--- config.mk ---
export PLATFORM = sky130hd
export DESIGN_NAME = rx_daf_filter
export DESIGN_NICKNAME = d
export VERILOG_FILES = /design/src/rtl/rx_daf_pkg.sv /design/src/rtl/rx_daf_cfg.sv /design/src/rtl/rx_daf_cam.sv /design/src/rtl/rx_daf_capture.sv /design/src/rtl/rx_daf_filter.sv
export SDC_FILE = /design/constraint.sdc
export NUM_CORES = 1
export LEC_CHECK = 0
export ABC_AREA = 1
export ABC_CLOCK_PERIOD_IN_PS = 4700
export BUFFER_PORTS_ARGS = -buffer_cell sky130_fd_sc_hd__buf_2
export CAP_MARGIN = 10
export CORE_MARGIN = 1
export CORE_UTILIZATION = 58
export CTS_CLUSTER_DIAMETER = 30
export DETAILED_ROUTE_END_ITERATION = 16
export MAX_ROUTING_LAYER = met4
export PLACE_DENSITY = 0.75
export SLEW_MARGIN = 15
export SYNTH_ARGS = -nofsm -noshare
export SYNTH_HDL_FRONTEND = slang
export SYNTH_SLANG_ARGS = --single-unit
--- constraint.sdc ---
create_clock -name clk -period 4.7 [get_ports clk]
set_input_delay 0.47 -clock clk [delete_from_list [all_inputs] [get_ports clk]]
set_output_delay 0.47 -clock clk [all_outputs]
set_load 0.01 [all_outputs]
--- src/rtl/rx_daf_pkg.sv ---
package rx_daf_pkg;

  localparam int MAC_W    = 48;
  localparam int MAC_BYTES = MAC_W / 8;
  localparam int SLOT_LSB = 16;
  localparam int SLOT_FW  = 8;

  typedef logic [MAC_W-1:0] mac_t;

  typedef enum logic [2:0] {
    SEL_UC_LO = 3'd0,
    SEL_UC_HI = 3'd1,
    SEL_MC_LO = 3'd2,
    SEL_MC_HI = 3'd3,
    SEL_MODE  = 3'd4
  } cfg_sel_e;

endpackage

--- src/rtl/rx_daf_cfg.sv ---
module rx_daf_cfg
  import rx_daf_pkg::*;
#(
  parameter int SLOTS = 4,
  localparam int IDXW = (SLOTS > 1) ? $clog2(SLOTS) : 1
) (
  input  logic            clk,
  input  logic            rst_n,
  input  logic            wr_en,
  input  logic [2:0]      wr_sel,
  input  logic [31:0]     wr_data,
  output mac_t            uc_addr,
  output logic            promisc,
  output logic            mc_we,
  output logic [IDXW-1:0] mc_idx,
  output mac_t            mc_addr,
  output logic            mc_set
);

  mac_t        uc_q, uc_d;
  logic        prom_q, prom_d;
  logic [31:0] stage_q, stage_d;
  logic        slot_ok;

  assign slot_ok = wr_data[SLOT_LSB +: SLOT_FW] < SLOT_FW'(SLOTS);

  always_comb begin
    uc_d    = uc_q;
    prom_d  = prom_q;
    stage_d = stage_q;
    if (wr_en) begin
      unique case (cfg_sel_e'(wr_sel))
        SEL_UC_LO: uc_d[31:0]  = wr_data;
        SEL_UC_HI: uc_d[47:32] = wr_data[15:0];
        SEL_MC_LO: stage_d     = wr_data;
        SEL_MODE:  prom_d      = wr_data[0];
        default:   ;
      endcase
    end
  end

  always_ff @(posedge clk or negedge rst_n) begin
    if (!rst_n) begin
      uc_q    <= '0;
      prom_q  <= 1'b0;
      stage_q <= '0;
    end else if (wr_en) begin
      uc_q    <= uc_d;
      prom_q  <= prom_d;
      stage_q <= stage_d;
    end
  end

  assign uc_addr = uc_q;
  assign promisc = prom_q;
  assign mc_we   = wr_en && (wr_sel == SEL_MC_HI) && slot_ok;
  assign mc_idx  = wr_data[SLOT_LSB +: IDXW];
  assign mc_addr = {wr_data[15:0], stage_q};
  assign mc_set  = |mc_addr;

endmodule

--- src/rtl/rx_daf_cam.sv ---
module rx_daf_cam
  import rx_daf_pkg::*;
#(
  parameter int SLOTS = 4,
  localparam int IDXW = (SLOTS > 1) ? $clog2(SLOTS) : 1
) (
  input  logic            clk,
  input  logic            rst_n,
  input  logic            wr_en,
  input  logic [IDXW-1:0] wr_idx,
  input  mac_t            wr_addr,
  input  logic            wr_set,
  input  mac_t            probe,
  output logic            hit
);

  logic [SLOTS-1:0] hit_vec;

  for (genvar g = 0; g < SLOTS; g++) begin : g_slot
    mac_t ent_q, ent_d;
    logic vld_q, vld_d;
    logic sel;

    assign sel = wr_en && (wr_idx == IDXW'(g));

    always_comb begin
      ent_d = ent_q;
      vld_d = vld_q;
      if (sel) begin
        ent_d = wr_addr;
        vld_d = wr_set;
      end
    end

    always_ff @(posedge clk or negedge rst_n) begin
      if (!rst_n) begin
        ent_q <= '0;
        vld_q <= 1'b0;
      end else if (sel) begin
        ent_q <= ent_d;
        vld_q <= vld_d;
      end
    end

    assign hit_vec[g] = vld_q && (ent_q == probe);
  end

  assign hit = |hit_vec;

endmodule

--- src/rtl/rx_daf_capture.sv ---
module rx_daf_capture
  import rx_daf_pkg::*;
(
  input  logic       clk,
  input  logic       rst_n,
  input  logic       rx_vld,
  input  logic       rx_sof,
  input  logic [7:0] rx_byte,
  input  mac_t       uc_addr,
  input  logic       promisc,
  input  logic       mc_hit,
  output mac_t       probe,
  output mac_t       da,
  output logic       dec_vld,
  output logic       dec_acc
);

  localparam int CNTW = $clog2(MAC_BYTES + 1);
  localparam logic [CNTW-1:0] LAST = CNTW'(MAC_BYTES - 1);
  localparam logic [CNTW-1:0] IDLE = CNTW'(MAC_BYTES);

  logic [CNTW-1:0] cnt_q, cnt_d;
  mac_t            da_q, da_d;
  logic            vld_q, vld_d;
  logic            acc_q, acc_d;
  logic            match;

  always_comb begin
    probe = da_q;
    probe[MAC_W-1 -: 8] = rx_byte;
  end

  assign match = promisc || (probe == uc_addr) || mc_hit || (&probe);

  always_comb begin
    cnt_d = cnt_q;
    da_d  = da_q;
    vld_d = vld_q;
    acc_d = acc_q;
    if (rx_vld) begin
      if (rx_sof) begin
        da_d       = '0;
        da_d[7:0]  = rx_byte;
        cnt_d      = CNTW'(1);
        vld_d      = 1'b0;
        acc_d      = 1'b0;
      end else if (cnt_q < IDLE) begin
        da_d[8*int'(cnt_q) +: 8] = rx_byte;
        cnt_d = cnt_q + CNTW'(1);
        if (cnt_q == LAST) begin
          vld_d = 1'b1;
          acc_d = match;
        end
      end
    end
  end

  always_ff @(posedge clk or negedge rst_n) begin
    if (!rst_n) begin
      cnt_q <= IDLE;
      da_q  <= '0;
      vld_q <= 1'b0;
      acc_q <= 1'b0;
    end else if (rx_vld) begin
      cnt_q <= cnt_d;
      da_q  <= da_d;
      vld_q <= vld_d;
      acc_q <= acc_d;
    end
  end

  assign da      = da_q;
  assign dec_vld = vld_q;
  assign dec_acc = acc_q;

endmodule

--- src/rtl/rx_daf_filter.sv ---
module rx_daf_filter
  import rx_daf_pkg::*;
#(
  parameter int SLOTS = 4,
  localparam int IDXW = (SLOTS > 1) ? $clog2(SLOTS) : 1
) (
  input  logic        clk,
  input  logic        rst_n,
  input  logic        cfg_wr,
  input  logic [2:0]  cfg_sel,
  input  logic [31:0] cfg_wdata,
  input  logic        rx_vld,
  input  logic        rx_sof,
  input  logic [7:0]  rx_byte,
  output logic        decision_valid,
  output logic        accept
);

  mac_t            uc_addr;
  logic            promisc;
  logic            mc_we;
  logic [IDXW-1:0] mc_idx;
  mac_t            mc_addr;
  logic            mc_set;
  mac_t            probe;
  mac_t            da;
  logic            mc_hit;

  rx_daf_cfg #(.SLOTS(SLOTS)) cfg_i (
    .clk     (clk),
    .rst_n   (rst_n),
    .wr_en   (cfg_wr),
    .wr_sel  (cfg_sel),
    .wr_data (cfg_wdata),
    .uc_addr (uc_addr),
    .promisc (promisc),
    .mc_we   (mc_we),
    .mc_idx  (mc_idx),
    .mc_addr (mc_addr),
    .mc_set  (mc_set)
  );

  rx_daf_cam #(.SLOTS(SLOTS)) cam_i (
    .clk     (clk),
    .rst_n   (rst_n),
    .wr_en   (mc_we),
    .wr_idx  (mc_idx),
    .wr_addr (mc_addr),
    .wr_set  (mc_set),
    .probe   (probe),
    .hit     (mc_hit)
  );

  rx_daf_capture cap_i (
    .clk     (clk),
    .rst_n   (rst_n),
    .rx_vld  (rx_vld),
    .rx_sof  (rx_sof),
    .rx_byte (rx_byte),
    .uc_addr (uc_addr),
    .promisc (promisc),
    .mc_hit  (mc_hit),
    .probe   (probe),
    .da      (da),
    .dec_vld (decision_valid),
    .dec_acc (accept)
  );

endmodule

==> out/metrics.csv <==
stage;metric;value;unit
outcome;status;finished clean;
sta;slew margin rel.;0.2220;
placed_design;Final HPWL DP;41560;um
final_layout;multi-input logic area;0.006629;mm^2
yosys;Yosys top cell by area;dfrtp_1;
hold_path;Worst Hold Class;input port to register;
sta;Tcrit/Tclk final;0.6872;
final_layout;P&R area growth vs syn;18.21;%
hold_path;hold depth;3;
global_routing;Overflow after GRT;0;
cts;buffer count from post-CTS setup fixing;0;
sta;Hold Vio Cnt, Final;0;
cts;Clk pin slew, worst setup/hold paths;0.05;ns
final_layout;share of cells above drive strength 1;0.09557;
route;Routed WL per cell;23.30;um
route;Initial DRC Count;1880;
setup_path;Critical Path Fanout Max;19;
route;DRC errors left;0;
floorplan;Starting Density;0.5917;
route;Post-Route WL;58470;um
cts;CTS tree;done;
global_routing;initial antenna violation count;2;
yosys;mean post-synth cell area;7.770;um^2
yosys;Post-synth EDFFs;0;
setup_path;worst r2r path cells;9;
yosys;Synth area leaders;dfrtp_1, nand2_1, o21ai_0, inv_1, xnor2_1;
final_layout;Fill cells;2206;
hold_path;Worst Hold End;cfg_i.stage_q[30];
sta;final slew viol count;0;
global_routing;vias in the first global route;14108;
setup_path;WP data arrival;3.62;ns
placed_design;# port buffers;49;
placed_design;Routability Congestion;1.087;
final_layout;Post-layout nets;2156;
placed_design;Inst Count DP;2367;
cts;Root Driver;clkbuf_16;
cts;CTS H-tree lvls;3;
pwr;Max VDD drop;0.3503;mV
yosys;Syn. warnings;0;
placed_design;Placed Area;0.01628;mm^2
cts;clk_lat worst skew;0.56;ns
setup_path;Worst R2R Start;cap_i.cnt_q[0];
floorplan;Cell Rows;60;
floorplan;IO Count;50;
sta;final setup TNS;0;ns
yosys;post-synth cell types;33;
yosys;Cells after Synth;2058;
sta;Fmax achieved;0.3096;GHz
setup_path;Worst Setup End Kind;register;
cts;Bufs on Longest Clock Path;3;
yosys;area of the mapped netlist;0.01599;mm^2
yosys;Syn Nets;2110;
setup_path;Worst R2R Setup Slack;1.47;ns
cts;clk sinks;322;
sta;skew final;0.02266;ns
sta;Fin Hold WS;0.1810;ns
setup_path;Worst Setup Path Type;register to register;
route;routed vias/inst;5.912;
global_routing;first-pass GRT wire length;87870;um
yosys;share of the synthesized area in the top cell type;0.5007;
yosys;Seq cells post-synth;322;
final_layout;register area;0.008060;mm^2
floorplan;die height;168.0;um
sta;RSZ-0062 raised after global routing;false;
sta;Worst-Margin Slew;1.167;ns
pwr;Lkg Pwr;8.906;nW
global_routing;Global Route Usage Sum;0.4442;
route;Via Count;14832;
setup_path;critical path launch point type;register;
job;Max-cap violations;0;
sta;endpoints failing setup;0;
floorplan;Core Area;0.02703;mm^2
yosys;Async S/R FF share, synth;1.000;
yosys;most common flop cell mapped by yosys;dfrtp_1;
cts;post-cts resize count;0;
sta;fin crit period;3.230;ns
cts;TritonCTS buffer count;75;
hold_path;Hold Crit Start;cfg_wdata[30];
pwr;pwr/cell area;537.7;mW/mm^2
yosys;most frequent cell after synthesis;nand2_1;
yosys;top post-synthesis cells by count;nand2_1, dfrtp_1, o21ai_0, inv_1, nor2_1;
route;Post-DRT Antenna Nets;0;
global_routing;largest net degree at the start of global routing;113;
setup_path;reg2reg end;cap_i.da[30];
floorplan;die width;168.0;um
route;drt pass-1 iters;6;
setup_path;Req. time, crit path;5.09;ns
floorplan;DIE AREA;0.02824;mm^2
final_layout;Post-Layout Cell Count;2509;
yosys;post-synthesis sequential area ratio;0.5040;
final_layout;cell area after layout;0.01890;mm^2
## critical path, stage by stage (launching register included)
cell      delay (ns)
dfrtp_1         0.46
clkinv_1        0.46
ha_1            0.39
ha_1            0.32
inv_2           0.20
nand3_1         0.14
nor3_1          0.38
nand2_1         0.30
o21ai_0         0.31
a21oi_1         0.07
## worst max-delay path by stage
stage	startpoint	to	depth (start not counted)
finish	cap_i.cnt_q[0]	cap_i.da[30]	9
global route	cap_i.cnt_q[0]	cap_i.da[30]	9
CTS	cap_i.cnt_q[0]	cap_i.da[1]	7
detailed placement	cap_i.cnt_q[0]	cap_i.da[1]	7
global placement	cap_i.cnt_q[0]	cap_i.da[30]	9
floorplan	cap_i.cnt_q[0]	cap_i.da[13]	13
## cell type report
type / instances / area share
flip-flops and latches: 322 / 0.4264
well taps: 341 / 0.02257
inverters: 221 / 0.04395
repair buffers: 58 / 0.01853
diodes: 2 / 0.0002648
clock buffers: 101 / 0.1152
multi-input cells: 1426 / 0.3507
clock inverters: 38 / 0.02244
## cell families after synthesis
group	synth area share
AOI/OAI and AO/OA	0.1268
xor gates and xnor gates	0.05039
adders and majority gates	0.003130
buffers and inverters	0.08247
DFF	0.5040
and+or+nand+nor	0.2332
## layer usage
layer / share of wire / up-vias / global-route usage / routed length [um]
li1: - / 6627 / - / -
met1: 0.41 / 7167 / 0.6040 / 23930
met2: 0.43 / 873 / 0.6426 / 25260
met3: 0.10 / 165 / 0.08345 / 6101
met4: 0.054 / 0 / 0.2158 / 3168
met5: 0 / - / - / 0
## per-stage QoR
step | util | setup WS, ns | power (W)
2_1_floorplan | - | 2.378 | 0.004212
3_3_place_gp | 0.6023 | 1.685 | 0.004841
3_5_place_dp | 0.6023 | 1.604 | 0.004860
4_1_cts | 0.6989 | 1.567 | 0.01012
5_1_grt | 0.6994 | 1.221 | 0.01047
6_report | 0.6994 | 1.470 | 0.01016
## cells in the final DEF, fill, tap and decap left out, types with 14 or more instances in the layout
master        n
buf_2        48
clkbuf_16    77
clkbuf_8     16
clkinvlp_4   14
dfrtp_1     320
inv_1       216
nand2_1     708
nand3_1      35
nor2_1      134
nor3_1       22
o21ai_0     228
o21ai_1     121
o22ai_1      28
xnor2_1      78
xor2_1       14
## registers in the layout, summed over array words and instances, names as in the netlist
name,cells
cam_i.g_slot.ent_q,192
cap_i.cnt_q,3
cfg_i.uc_addr,48
cfg_i.promisc,1
cap_i.dec_acc,1
cam_i.g_slot.vld_q,4
cfg_i.stage_q,32
cap_i.dec_vld,1
cap_i.da,40
## where the power goes
group	switching (W)	internal, W	leakage (nW)
clock	0.00169	0.00358	1.24
sequential	0.000315	0.00300	4.34
combinational	0.00110	0.000475	3.32
total	0.00311	0.00706	8.91
## what timing repair did
item | 4_1_cts | 5_1_grt
setup endpoints to repair | 0 | 0
endpoints found under the hold margin | 28 | 0
hold buffers | 1 | 0
Power figures use the tool's default switching activity.
